[config.mk]
export PLATFORM = sky130hd
export DESIGN_NAME = inb_txn_router
export DESIGN_NICKNAME = d
export VERILOG_FILES = /design/src/rtl/inb_rtr_pkg.sv /design/src/rtl/inb_cmd_classify.sv /design/src/rtl/inb_post_queue.sv /design/src/rtl/inb_delay_slot.sv /design/src/rtl/inb_txn_router.sv
export SDC_FILE = /design/constraint.sdc
export NUM_CORES = 1
export LEC_CHECK = 0
export BUFFER_PORTS_ARGS = -buffer_cell sky130_fd_sc_hd__buf_2
export CAP_MARGIN = 15
export CORE_MARGIN = 3
export CORE_UTILIZATION = 40
export DETAILED_ROUTE_END_ITERATION = 8
export GPL_TIMING_DRIVEN = 0
export PLACE_DENSITY = 0.57
export SLEW_MARGIN = 5
export SYNTH_ARGS = -nofsm -noshare
export SYNTH_HDL_FRONTEND = slang
export SYNTH_SLANG_ARGS = --single-unit
[constraint.sdc]
create_clock -name clk -period 4.8 [get_ports clk]
set_clock_uncertainty 0.05 [all_clocks]
set_input_delay 0.24 -clock clk [delete_from_list [all_inputs] [get_ports clk]]
set_output_delay 0.24 -clock clk [all_outputs]
set_load 0.01 [all_outputs]
[src/rtl/inb_rtr_pkg.sv]
package inb_rtr_pkg;

    localparam logic [3:0] CMD_MEM_RD  = 4'b0110;
    localparam logic [3:0] CMD_MEM_WR  = 4'b0111;
    localparam logic [3:0] CMD_CFG_RD  = 4'b1010;
    localparam logic [3:0] CMD_CFG_WR  = 4'b1011;
    localparam logic [3:0] CMD_RD_MULT = 4'b1100;
    localparam logic [3:0] CMD_RD_LINE = 4'b1110;
    localparam logic [3:0] CMD_WR_INV  = 4'b1111;

    typedef enum logic [1:0] {
        PATH_NONE,
        PATH_POST,
        PATH_DRD,
        PATH_DCW
    } path_e;

    typedef enum logic [1:0] {
        SLOT_EMPTY,
        SLOT_PEND,
        SLOT_ISSUED,
        SLOT_DONE
    } slot_e;

    typedef enum logic {
        BUS_IDLE,
        BUS_WAIT
    } bus_e;

endpackage

[src/rtl/inb_cmd_classify.sv]
module inb_cmd_classify
    import inb_rtr_pkg::*;
(
    input  logic [3:0] cmd,
    input  logic       secondary,
    output path_e      path
);

    always_comb begin
        case (cmd)
            CMD_MEM_WR, CMD_WR_INV:               path = PATH_POST;
            CMD_MEM_RD, CMD_RD_LINE, CMD_RD_MULT: path = PATH_DRD;
            CMD_CFG_RD:                           path = secondary ? PATH_NONE : PATH_DRD;
            CMD_CFG_WR:                           path = secondary ? PATH_NONE : PATH_DCW;
            default:                              path = PATH_NONE;
        endcase
    end

endmodule

[src/rtl/inb_post_queue.sv]
module inb_post_queue #(
    parameter int DEPTH = 4,
    parameter int W     = 68
) (
    input  logic         clk,
    input  logic         rst_n,
    input  logic         push,
    input  logic [W-1:0] push_data,
    input  logic         pop,
    output logic [W-1:0] head,
    output logic         full,
    output logic         empty
);

    localparam int PW = (DEPTH > 1) ? $clog2(DEPTH) : 1;
    localparam int CW = $clog2(DEPTH + 1);
    localparam logic [PW-1:0] LAST = PW'(DEPTH - 1);

    typedef struct packed {
        logic [DEPTH-1:0][W-1:0] mem;
        logic [PW-1:0]           wr;
        logic [PW-1:0]           rd;
        logic [CW-1:0]           cnt;
    } q_t;

    q_t q_d, q_q;

    always_comb begin
        q_d = q_q;
        if (push) begin
            q_d.mem[q_q.wr] = push_data;
            q_d.wr = (q_q.wr == LAST) ? '0 : q_q.wr + 1'b1;
        end
        if (pop) begin
            q_d.rd = (q_q.rd == LAST) ? '0 : q_q.rd + 1'b1;
        end
        case ({push, pop})
            2'b10:   q_d.cnt = q_q.cnt + 1'b1;
            2'b01:   q_d.cnt = q_q.cnt - 1'b1;
            default: q_d.cnt = q_q.cnt;
        endcase
    end

    always_ff @(posedge clk) begin
        if (!rst_n) q_q <= '0;
        else        q_q <= q_d;
    end

    assign head  = q_q.mem[q_q.rd];
    assign full  = (q_q.cnt == CW'(DEPTH));
    assign empty = (q_q.cnt == '0);


    no_overflow_chk: assert property (@(posedge clk) disable iff (!rst_n)
        push |-> !full);


    no_underflow_chk: assert property (@(posedge clk) disable iff (!rst_n)
        pop |-> !empty);

endmodule

[src/rtl/inb_delay_slot.sv]
module inb_delay_slot
    import inb_rtr_pkg::*;
#(
    parameter int AW  = 32,
    parameter int DW  = 32,
    parameter int BEW = 4
) (
    input  logic           clk,
    input  logic           rst_n,
    input  logic           req_hit,
    input  logic [3:0]     req_cmd,
    input  logic [AW-1:0]  req_addr,
    input  logic [DW-1:0]  req_data,
    input  logic [BEW-1:0] req_be,
    input  logic           issue_take,
    input  logic           cpl_valid,
    input  logic [DW-1:0]  cpl_data,
    output logic           pend,
    output logic [3:0]     ent_cmd,
    output logic [AW-1:0]  ent_addr,
    output logic [DW-1:0]  ent_data,
    output logic [BEW-1:0] ent_be,
    output logic           rsp_accept,
    output logic           rsp_retry,
    output logic [DW-1:0]  rsp_rdata
);

    typedef struct packed {
        slot_e          st;
        logic [3:0]     cmd;
        logic [AW-1:0]  addr;
        logic [DW-1:0]  data;
        logic [BEW-1:0] be;
        logic [DW-1:0]  ret;
    } slot_t;

    slot_t s_d, s_q;
    logic  match;

    always_comb begin
        s_d        = s_q;
        rsp_accept = 1'b0;
        rsp_retry  = 1'b0;
        match      = (req_cmd == s_q.cmd) && (req_addr == s_q.addr);
        if (req_hit) begin
            if (s_q.st == SLOT_EMPTY) begin
                s_d.st    = SLOT_PEND;
                s_d.cmd   = req_cmd;
                s_d.addr  = req_addr;
                s_d.data  = req_data;
                s_d.be    = req_be;
                rsp_retry = 1'b1;
            end else if ((s_q.st == SLOT_DONE) && match) begin
                s_d.st     = SLOT_EMPTY;
                rsp_accept = 1'b1;
            end else begin
                rsp_retry = 1'b1;
            end
        end
        if (issue_take && (s_q.st == SLOT_PEND)) begin
            s_d.st = SLOT_ISSUED;
        end
        if (cpl_valid && (s_q.st == SLOT_ISSUED)) begin
            s_d.st  = SLOT_DONE;
            s_d.ret = cpl_data;
        end
        rsp_rdata = rsp_accept ? s_q.ret : '0;
    end

    always_ff @(posedge clk) begin
        if (!rst_n) s_q <= '0;
        else        s_q <= s_d;
    end

    assign pend     = (s_q.st == SLOT_PEND);
    assign ent_cmd  = s_q.cmd;
    assign ent_addr = s_q.addr;
    assign ent_data = s_q.data;
    assign ent_be   = s_q.be;


    done_needs_cpl_chk: assert property (@(posedge clk) disable iff (!rst_n)
        $rose(s_q.st == SLOT_DONE) |-> $past(cpl_valid));


    held_entry_chk: assert property (@(posedge clk) disable iff (!rst_n)
        ((s_q.st == SLOT_PEND) || (s_q.st == SLOT_ISSUED)) |=>
            ($stable(ent_addr) && $stable(ent_cmd)));


    cpl_when_issued_chk: assert property (@(posedge clk) disable iff (!rst_n)
        cpl_valid |-> (s_q.st == SLOT_ISSUED) || !issue_take);

endmodule

[src/rtl/inb_txn_router.sv]
module inb_txn_router
    import inb_rtr_pkg::*;
#(
    parameter  int AW         = 32,
    parameter  int DW         = 32,
    parameter  int POST_DEPTH = 4,
    localparam int BEW        = DW / 8
) (
    input  logic           clk,
    input  logic           rst_n,
    input  logic           req_valid,
    input  logic [3:0]     req_cmd,
    input  logic [AW-1:0]  req_addr,
    input  logic [DW-1:0]  req_data,
    input  logic [BEW-1:0] req_be,
    input  logic           req_secondary,
    output logic           rsp_claim,
    output logic           rsp_accept,
    output logic           rsp_retry,
    output logic [DW-1:0]  rsp_rdata,
    output logic           ib_req,
    output logic           ib_write,
    output logic           ib_cfg,
    output logic [AW-1:0]  ib_addr,
    output logic [DW-1:0]  ib_wdata,
    output logic [BEW-1:0] ib_be,
    input  logic           ib_gnt,
    input  logic           ib_rvalid,
    input  logic [DW-1:0]  ib_rdata
);

    localparam int PQW = AW + DW + BEW;

    typedef struct packed {
        bus_e  st;
        path_e src;
    } bus_t;

    bus_t  bus_d, bus_q;
    path_e path;
    path_e sel;

    logic           post_hit, rd_hit, cw_hit;
    logic           pq_push, pq_pop, pq_full, pq_empty;
    logic [PQW-1:0] pq_head;
    logic [AW-1:0]  pq_addr;
    logic [DW-1:0]  pq_data;
    logic [BEW-1:0] pq_be;

    logic           rd_take, rd_cpl, rd_pend, rd_acc, rd_ret;
    logic [3:0]     rd_cmd;
    logic [AW-1:0]  rd_addr;
    logic [DW-1:0]  rd_data, rd_rdata;
    logic [BEW-1:0] rd_be;

    logic           cw_take, cw_cpl, cw_pend, cw_acc, cw_ret;
    logic [3:0]     cw_cmd;
    logic [AW-1:0]  cw_addr;
    logic [DW-1:0]  cw_data, cw_rdata;
    logic [BEW-1:0] cw_be;

    inb_cmd_classify u_classify (
        .cmd       (req_cmd),
        .secondary (req_secondary),
        .path      (path)
    );

    assign post_hit = req_valid && (path == PATH_POST);
    assign rd_hit   = req_valid && (path == PATH_DRD);
    assign cw_hit   = req_valid && (path == PATH_DCW);
    assign pq_push  = post_hit && !pq_full;

    inb_post_queue #(
        .DEPTH (POST_DEPTH),
        .W     (PQW)
    ) u_post_queue (
        .clk       (clk),
        .rst_n     (rst_n),
        .push      (pq_push),
        .push_data ({req_addr, req_data, req_be}),
        .pop       (pq_pop),
        .head      (pq_head),
        .full      (pq_full),
        .empty     (pq_empty)
    );

    assign {pq_addr, pq_data, pq_be} = pq_head;

    inb_delay_slot #(
        .AW  (AW),
        .DW  (DW),
        .BEW (BEW)
    ) u_read_slot (
        .clk        (clk),
        .rst_n      (rst_n),
        .req_hit    (rd_hit),
        .req_cmd    (req_cmd),
        .req_addr   (req_addr),
        .req_data   (req_data),
        .req_be     (req_be),
        .issue_take (rd_take),
        .cpl_valid  (rd_cpl),
        .cpl_data   (ib_rdata),
        .pend       (rd_pend),
        .ent_cmd    (rd_cmd),
        .ent_addr   (rd_addr),
        .ent_data   (rd_data),
        .ent_be     (rd_be),
        .rsp_accept (rd_acc),
        .rsp_retry  (rd_ret),
        .rsp_rdata  (rd_rdata)
    );

    inb_delay_slot #(
        .AW  (AW),
        .DW  (DW),
        .BEW (BEW)
    ) u_cfgw_slot (
        .clk        (clk),
        .rst_n      (rst_n),
        .req_hit    (cw_hit),
        .req_cmd    (req_cmd),
        .req_addr   (req_addr),
        .req_data   (req_data),
        .req_be     (req_be),
        .issue_take (cw_take),
        .cpl_valid  (cw_cpl),
        .cpl_data   (ib_rdata),
        .pend       (cw_pend),
        .ent_cmd    (cw_cmd),
        .ent_addr   (cw_addr),
        .ent_data   (cw_data),
        .ent_be     (cw_be),
        .rsp_accept (cw_acc),
        .rsp_retry  (cw_ret),
        .rsp_rdata  (cw_rdata)
    );

    // Request-channel answer, same cycle as the request.
    always_comb begin
        rsp_claim  = req_valid && (path != PATH_NONE);
        rsp_accept = pq_push || rd_acc || cw_acc;
        rsp_retry  = (post_hit && pq_full) || rd_ret || cw_ret;
        rsp_rdata  = rd_acc ? rd_rdata : (cw_acc ? cw_rdata : '0);
    end

    // Internal-bus issue: posted writes first, then read slot, then config write.
    always_comb begin
        bus_d = bus_q;
        sel   = PATH_NONE;
        if (bus_q.st == BUS_IDLE) begin
            if (!pq_empty)    sel = PATH_POST;
            else if (rd_pend) sel = PATH_DRD;
            else if (cw_pend) sel = PATH_DCW;
        end

        ib_req   = (sel != PATH_NONE);
        ib_write = 1'b0;
        ib_cfg   = 1'b0;
        ib_addr  = '0;
        ib_wdata = '0;
        ib_be    = '0;
        case (sel)
            PATH_POST: begin
                ib_write = 1'b1;
                ib_addr  = pq_addr;
                ib_wdata = pq_data;
                ib_be    = pq_be;
            end
            PATH_DRD: begin
                ib_cfg   = (rd_cmd == CMD_CFG_RD);
                ib_addr  = rd_addr;
                ib_wdata = rd_data;
                ib_be    = rd_be;
            end
            PATH_DCW: begin
                ib_write = 1'b1;
                ib_cfg   = (cw_cmd == CMD_CFG_WR);
                ib_addr  = cw_addr;
                ib_wdata = cw_data;
                ib_be    = cw_be;
            end
            default: ;
        endcase

        pq_pop  = ib_req && ib_gnt && (sel == PATH_POST);
        rd_take = ib_req && ib_gnt && (sel == PATH_DRD);
        cw_take = ib_req && ib_gnt && (sel == PATH_DCW);
        rd_cpl  = (bus_q.st == BUS_WAIT) && ib_rvalid && (bus_q.src == PATH_DRD);
        cw_cpl  = (bus_q.st == BUS_WAIT) && ib_rvalid && (bus_q.src == PATH_DCW);

        if (rd_take || cw_take) begin
            bus_d.st  = BUS_WAIT;
            bus_d.src = sel;
        end else if ((bus_q.st == BUS_WAIT) && ib_rvalid) begin
            bus_d.st  = BUS_IDLE;
            bus_d.src = PATH_NONE;
        end
    end

    always_ff @(posedge clk) begin
        if (!rst_n) bus_q <= '{st: BUS_IDLE, src: PATH_NONE};
        else        bus_q <= bus_d;
    end


    unclaimed_silent_chk: assert property (@(posedge clk) disable iff (!rst_n)
        (req_valid && (path == PATH_NONE)) |-> (!rsp_claim && !rsp_accept && !rsp_retry));


    secondary_cfg_chk: assert property (@(posedge clk) disable iff (!rst_n)
        (req_valid && req_secondary && ((req_cmd == CMD_CFG_RD) || (req_cmd == CMD_CFG_WR)))
            |-> !rsp_claim);


    resp_excl_chk: assert property (@(posedge clk) disable iff (!rst_n)
        !(rsp_accept && rsp_retry));


    posted_first_chk: assert property (@(posedge clk) disable iff (!rst_n)
        (ib_req && !(ib_write && !ib_cfg)) |-> pq_empty);


    one_op_chk: assert property (@(posedge clk) disable iff (!rst_n)
        (ib_req && ib_gnt && !(ib_write && !ib_cfg)) |=> !ib_req);

endmodule

Word level (Yosys, flattened, before mapping)
Cells that the tools add are included.
- $add $sub $neg: 4
- order comparisons: 3
- eq/ne operators: 32
- muxes and demuxes: 48
- reductions and logical operators: 46
- operators with widths (cell ; count):
    bitwise mux 272 bit ; 1
    case mux 32 bit (3 select lines) ; 2
    2-to-1 mux 74 bit ; 2
    2-to-1 mux 72 bit ; 2
    binary-select mux 68 bit (select 2 bit) ; 1
    demux 68 bit (select 2 bit) ; 1
    2-to-1 mux 68 bit ; 2
    == test 32 bit ; 2
    2-to-1 mux 32 bit ; 2
    2-to-1 mux 2 bit ; 16
    == test 4 bit (second input constant) ; 7
    == test 2 bit (second input constant) ; 13
    logical AND 1 bit ; 22
    2-to-1 mux 1 bit ; 13
    case mux 4 bit (3 select lines) ; 1
    == test 2 x 1 -> 1 bit (second input constant) ; 5
    == test 4 x 3 -> 1 bit (second input constant) ; 2
    == test 4 bit ; 2
    case mux 2 bit (4 select lines) ; 1
    AND reduction 2 bit ; 4
    nonzero test 2 bit ; 4
    nonzero test 4 bit ; 2
    < comparator 2 x 3 -> 1 bit (second input constant) ; 2
    2-to-1 mux 3 bit ; 2
    14 further kinds ; 22
- bits in registers: 494
- output and inout bits: 106

Depth between registers and ports, before layout
- depth in word-level cells: 11
- depth in mapped cells: 11
- depth with buffers taken out: 10

By module
From an unflattened synthesis, not the netlist that was laid out.
- cells, all modules: 2974
- area, all modules: 24432.2 µm²
- modules (own cells, without submodules) (module ; times used ; cells an instance ; area each (µm²)):
    inb_post_queue ; 1 ; 1313 ; 12089.1
    inb_delay_slot ; 2 ; 665 ; 5092.4
    inb_txn_router ; 1 ; 325 ; 2110.8
    inb_cmd_classify ; 1 ; 6 ; 47.5

Least setup slack after synthesis
No wires, ideal clock.
- path type: flip-flop to flip-flop
- start point: register bus_q[2] (netlist bit)
- end point: register u_post_queue.q_q[2] (netlist bit)
- data arrival time: 2029 ps
- setup slack: 2651 ps
- stages on the path, launching flop included: 11
- period minus slack after synthesis: 2149 ps
- path through: dfxtp_1 clkbuf_1 nor2_1 nand2_1 inv_1 ha_1 inv_1 fa_1 xor2_1 or3_1 a21oi_1
- word-level cells in the longest chain between the ends: 6
- elaborated cells on any way between the ends: 9
- classes of those cells: 3 x eq/ne; 2 x mux; 4 x reduce/logical
- RTL lines (what ; line ; text):
    start, declared ; inb_txn_router.sv:39 ; bus_t bus_d, bus_q;
    start signal, assigned ; inb_txn_router.sv:202 ; if (!rst_n) bus_q <= '{st: BUS_IDLE, src: PATH_NONE};
    start signal, assigned ; inb_txn_router.sv:203 ; else bus_q <= bus_d;
    2-to-1 mux 2 bit (*) ; inb_txn_router.sv:151 ; if (bus_q.st == BUS_IDLE) begin
    nonzero test 2 bit ; inb_txn_router.sv:157 ; ib_req = (sel != PATH_NONE);
    logical AND 1 bit ; inb_txn_router.sv:186 ; pq_pop = ib_req && ib_gnt && (sel == PATH_POST);
    logical AND 1 bit (*) ; inb_txn_router.sv:186 ;
    net pq_pop ; inb_txn_router.sv:44 ; logic pq_push, pq_pop, pq_full, pq_empty;
    == test 2 x 1 -> 1 bit or == test 2 bit (tied branches) ; inb_post_queue.sv:37 ; case ({push, pop})
    case mux 3 bit (2 select lines) or nonzero test 2 bit (tied branches) ; n/a ;
    end signal, assigned ; inb_post_queue.sv:46 ; else q_q <= q_d;
    end, declared ; inb_post_queue.sv:26 ; q_t q_d, q_q;
The timed path passes the listed nets; every way through them passes the cells marked *.
A chain may end at the register's enable or synchronous reset.

Final worst setup path
- start point: register bus_q[2] (netlist bit)
- end point: output ib_wdata[7]
- word-level cells in the longest chain between the ends: 3
- elaborated cells on any way between the ends: 5
- classes of those cells: 3 x eq/ne; 2 x mux
- RTL lines (what ; line ; text):
    2-to-1 mux 2 bit (*) ; inb_txn_router.sv:151 ;
    == test 2 bit or == test 2 x 1 -> 1 bit (tied branches) ; inb_txn_router.sv:163 ; case (sel)
    case mux 32 bit (3 select lines) (*) ; inb_txn_router.sv:163 ;
    end, declared ; inb_txn_router.sv:25 ; output logic [DW-1:0] ib_wdata,
Every way passes the cells marked *; elsewhere a longest branch is shown, timed or not.

==> out/metrics.cfg <==
[critical_path]
end_kind=output pin
rr_endpoint=u_post_queue.q_q[191]
timing.reg2reg.setup_slack_ns=1.91
arrival_ns=3.74
worst-setup-path-type=flip-flop to output pin
crit_fanout=10
start_kind=flip-flop
cp-startpoint=bus_q[2]
timing.rr.start=u_post_queue.q_q[0]
required_ns=4.51
worstSetupEndpoint=ib_wdata[7]
r2r_cells=8

[floorplanning]
io_pins=216
rows=83
initial_core_util=0.409
chipHeight_um=236
die-area_um2=55900
coreArea_um2=51900
fp.dieW_um=236

[synthesis]
avgSynthCellArea_um2=7.90
synth_area_leaders=dfxtp_1, nand2_1, a21oi_1, mux4_2, clkbuf_1
ys.flop_type=dfxtp_1
synth_top_area_share=0.466
syn_inst=2686
ys_ff_latch=494
yosysTopAreaCell=dfxtp_1
synth_warnings=0
seq_area_frac_synth=0.466
async_flop_share=0
syn_nets=2803
syn_area_um2=21200
ys_types=42
synth_edf_count=0

[timing]
final.setup.tns_ns=0
clock.fmax_mhz=248
drv_slew=0
tightest_slew_ns=1.19
whs_ns=0.0156
period_share=0.840
setup_viol=0
rsz0062_at_grt=no
min_period_ns=4.03
hold_viol=0
max_slew_margin=0.201

[clock_network]
clkSlewWorstSetupHoldPaths_ns=0.06
cts_setup_buffers=0
cts_made_buffers=54
htree_levels=2
cts.sinks=494
cts_root_buf=clkbuf_16
cts_tree=built
cts_resized=0
ctsLongestPathBuffers=3
insertion_delay_ns=0.63

[detailed_routing]
wl_per_cell_um=21.8
drcViolationCount=0
vias=20836
antenna_left=0
routed_wl_um=81700
firstDrtPassIters=5
drtIter0Drc=2146
avgViaCountPerCell=5.55

[grt]
grt_pass1_wl_um=121000
overflow=0
grt_max_degree=15
grt_pass1_vias=19872
antenna_found_initial=7
grtUsageTotal=0.281

[power_and_ir_drop]
power_leakage_nw=9.01
powerDensity_nw_per_um2=358
ir_worst_vdd_v=0.000285

[final_layout]
drive_gt1_frac=0.134
final_area_um2=25800
final_common_cell=nand2_1
mostFrequentLayoutCells=nand2_1, dfxtp_1, a21oi_1, buf_2, clkbuf_1
area_delta_synth_final_pct=21.6
fin_nets=3142

[place]
gp_congestion=0.931
place_area_um2=23000
numPortBuffers=181
dp_hpwl_um=57100

[status]
status=finished, final reports clean

[run]
cap_viol_max_count=0

[hold_path]
hp-class=input port to flip-flop
min_path_cells=3

## cell families (layout without fill, tap and decap cells)
logic type | Yosys count | in the layout | synth area share
adders and majority gates | 7 | 7 | 0.00448
buffers and inverters | 253 | 636 | 0.0500
and+or+nand+nor | 1168 | 1168 | 0.215
muxes | 69 | 69 | 0.0726
DFF | 494 | 494 | 0.466
AOI/OAI and AO/OA | 621 | 621 | 0.161
xor gates and xnor gates | 74 | 74 | 0.0305
other | 0 | 4 | 0
## sequential cells by signal, summed over array words and instances (netlist names)
signal	cells
u_read_slot.s_q	34
u_read_slot.ent_data	32
u_cfgw_slot.s_q	34
u_cfgw_slot.ent_be	4
u_cfgw_slot.ent_data	32
u_read_slot.ent_addr	32
bus_q	3
u_cfgw_slot.ent_cmd	4
u_read_slot.ent_be	4
u_cfgw_slot.ent_addr	32
u_read_slot.ent_cmd	4
u_post_queue.q_q	279
## worst max-delay path, cell delays in order (launching register included)
cell      delay (ns)
dfxtp_1         0.29
clkbuf_1        0.19
nor4_1          0.34
and2_1          0.20
clkbuf_1        0.69
clkbuf_1        0.81
a22oi_1         0.26
nand2_1         0.18
buf_2           0.16
## what timing repair did
item | in CTS | in global routing
hold endpoints to repair | 437 | 0
hold buffers | 101 | 0
setup endpoints to repair | 0 | 0
## cell usage after synthesis, types with 2 or more instances
cell type  number
a31oi_1         5
nand3_1         9
nand4_1        18
inv_1          10
a22o_1         32
xnor2_1        69
buf_4           6
nand2_1      1078
nor2b_1         5
a22oi_1        67
dfxtp_1       494
buf_1           6
or3_1           5
nor3_2          2
buf_2          60
nor4_1          4
ha_1            6
mux4_2         68
and2_1          7
nand2b_1        4
clkbuf_1      168
nand3b_1        2
xor2_1          5
and3_1          4
and4_1          2
nor3_1          6
o21ai_0        27
a21o_1          3
nor2_1         17
a21oi_1       484
buf_6           2
## cell type report
cell class	instances	area, µm²
Antenna cell	4	10.0
Buffer	242	1020
Clock buffer	81	1610
Clock inverter	19	189
Fill cell	5062	26100
Inverter	11	41.3
Multi-Input combinational cell	1939	10300
Sequential cell	494	9890
Tap cell	680	851
Timing Repair Buffer	283	1930
## how the worst min path moves through the flow
stage / startpoint / end / slack, ns
after floorplan: req_data[21] / u_post_queue.q_q[100] / 0.33
after global placement: u_post_queue.q_q[47] / u_post_queue.q_q[47] / 0.39
after detailed placement: u_post_queue.q_q[258] / u_post_queue.q_q[258] / 0.39
after CTS: req_addr[23] / u_post_queue.q_q[270] / 0.005
after global routing: req_addr[19] / u_post_queue.q_q[198] / 0.05
final: req_addr[19] / u_post_queue.q_q[266] / 0.02
## routing by layer
metal	wire length, µm	vias to the layer above	track usage
met5	30	-	0
met4	2710	6	0.100
met3	7130	180	0.0534
met2	38000	963	0.458
met1	33800	10064	0.374
li1	-	9623	-
## per-stage QoR
step	cells	total power, mW	setup slack [ns]	utilization
finish	3753	9.25	0.767	0.497
global route	3752	9.50	0.719	0.497
CTS	3748	9.27	0.842	0.497
detailed placement	3547	5.00	1.52	0.443
global placement	3547	4.99	1.53	0.443
floorplan	2686	4.65	2.65	-
## power breakdown
part           leakage [nW]  internal (mW)  total, mW  switching [mW]
logic                  4.12          0.254      0.823           0.568
clock network         0.903           2.48       4.25            1.77
registers              3.99           4.15       4.18          0.0327
(Power assumes the default switching activity.)
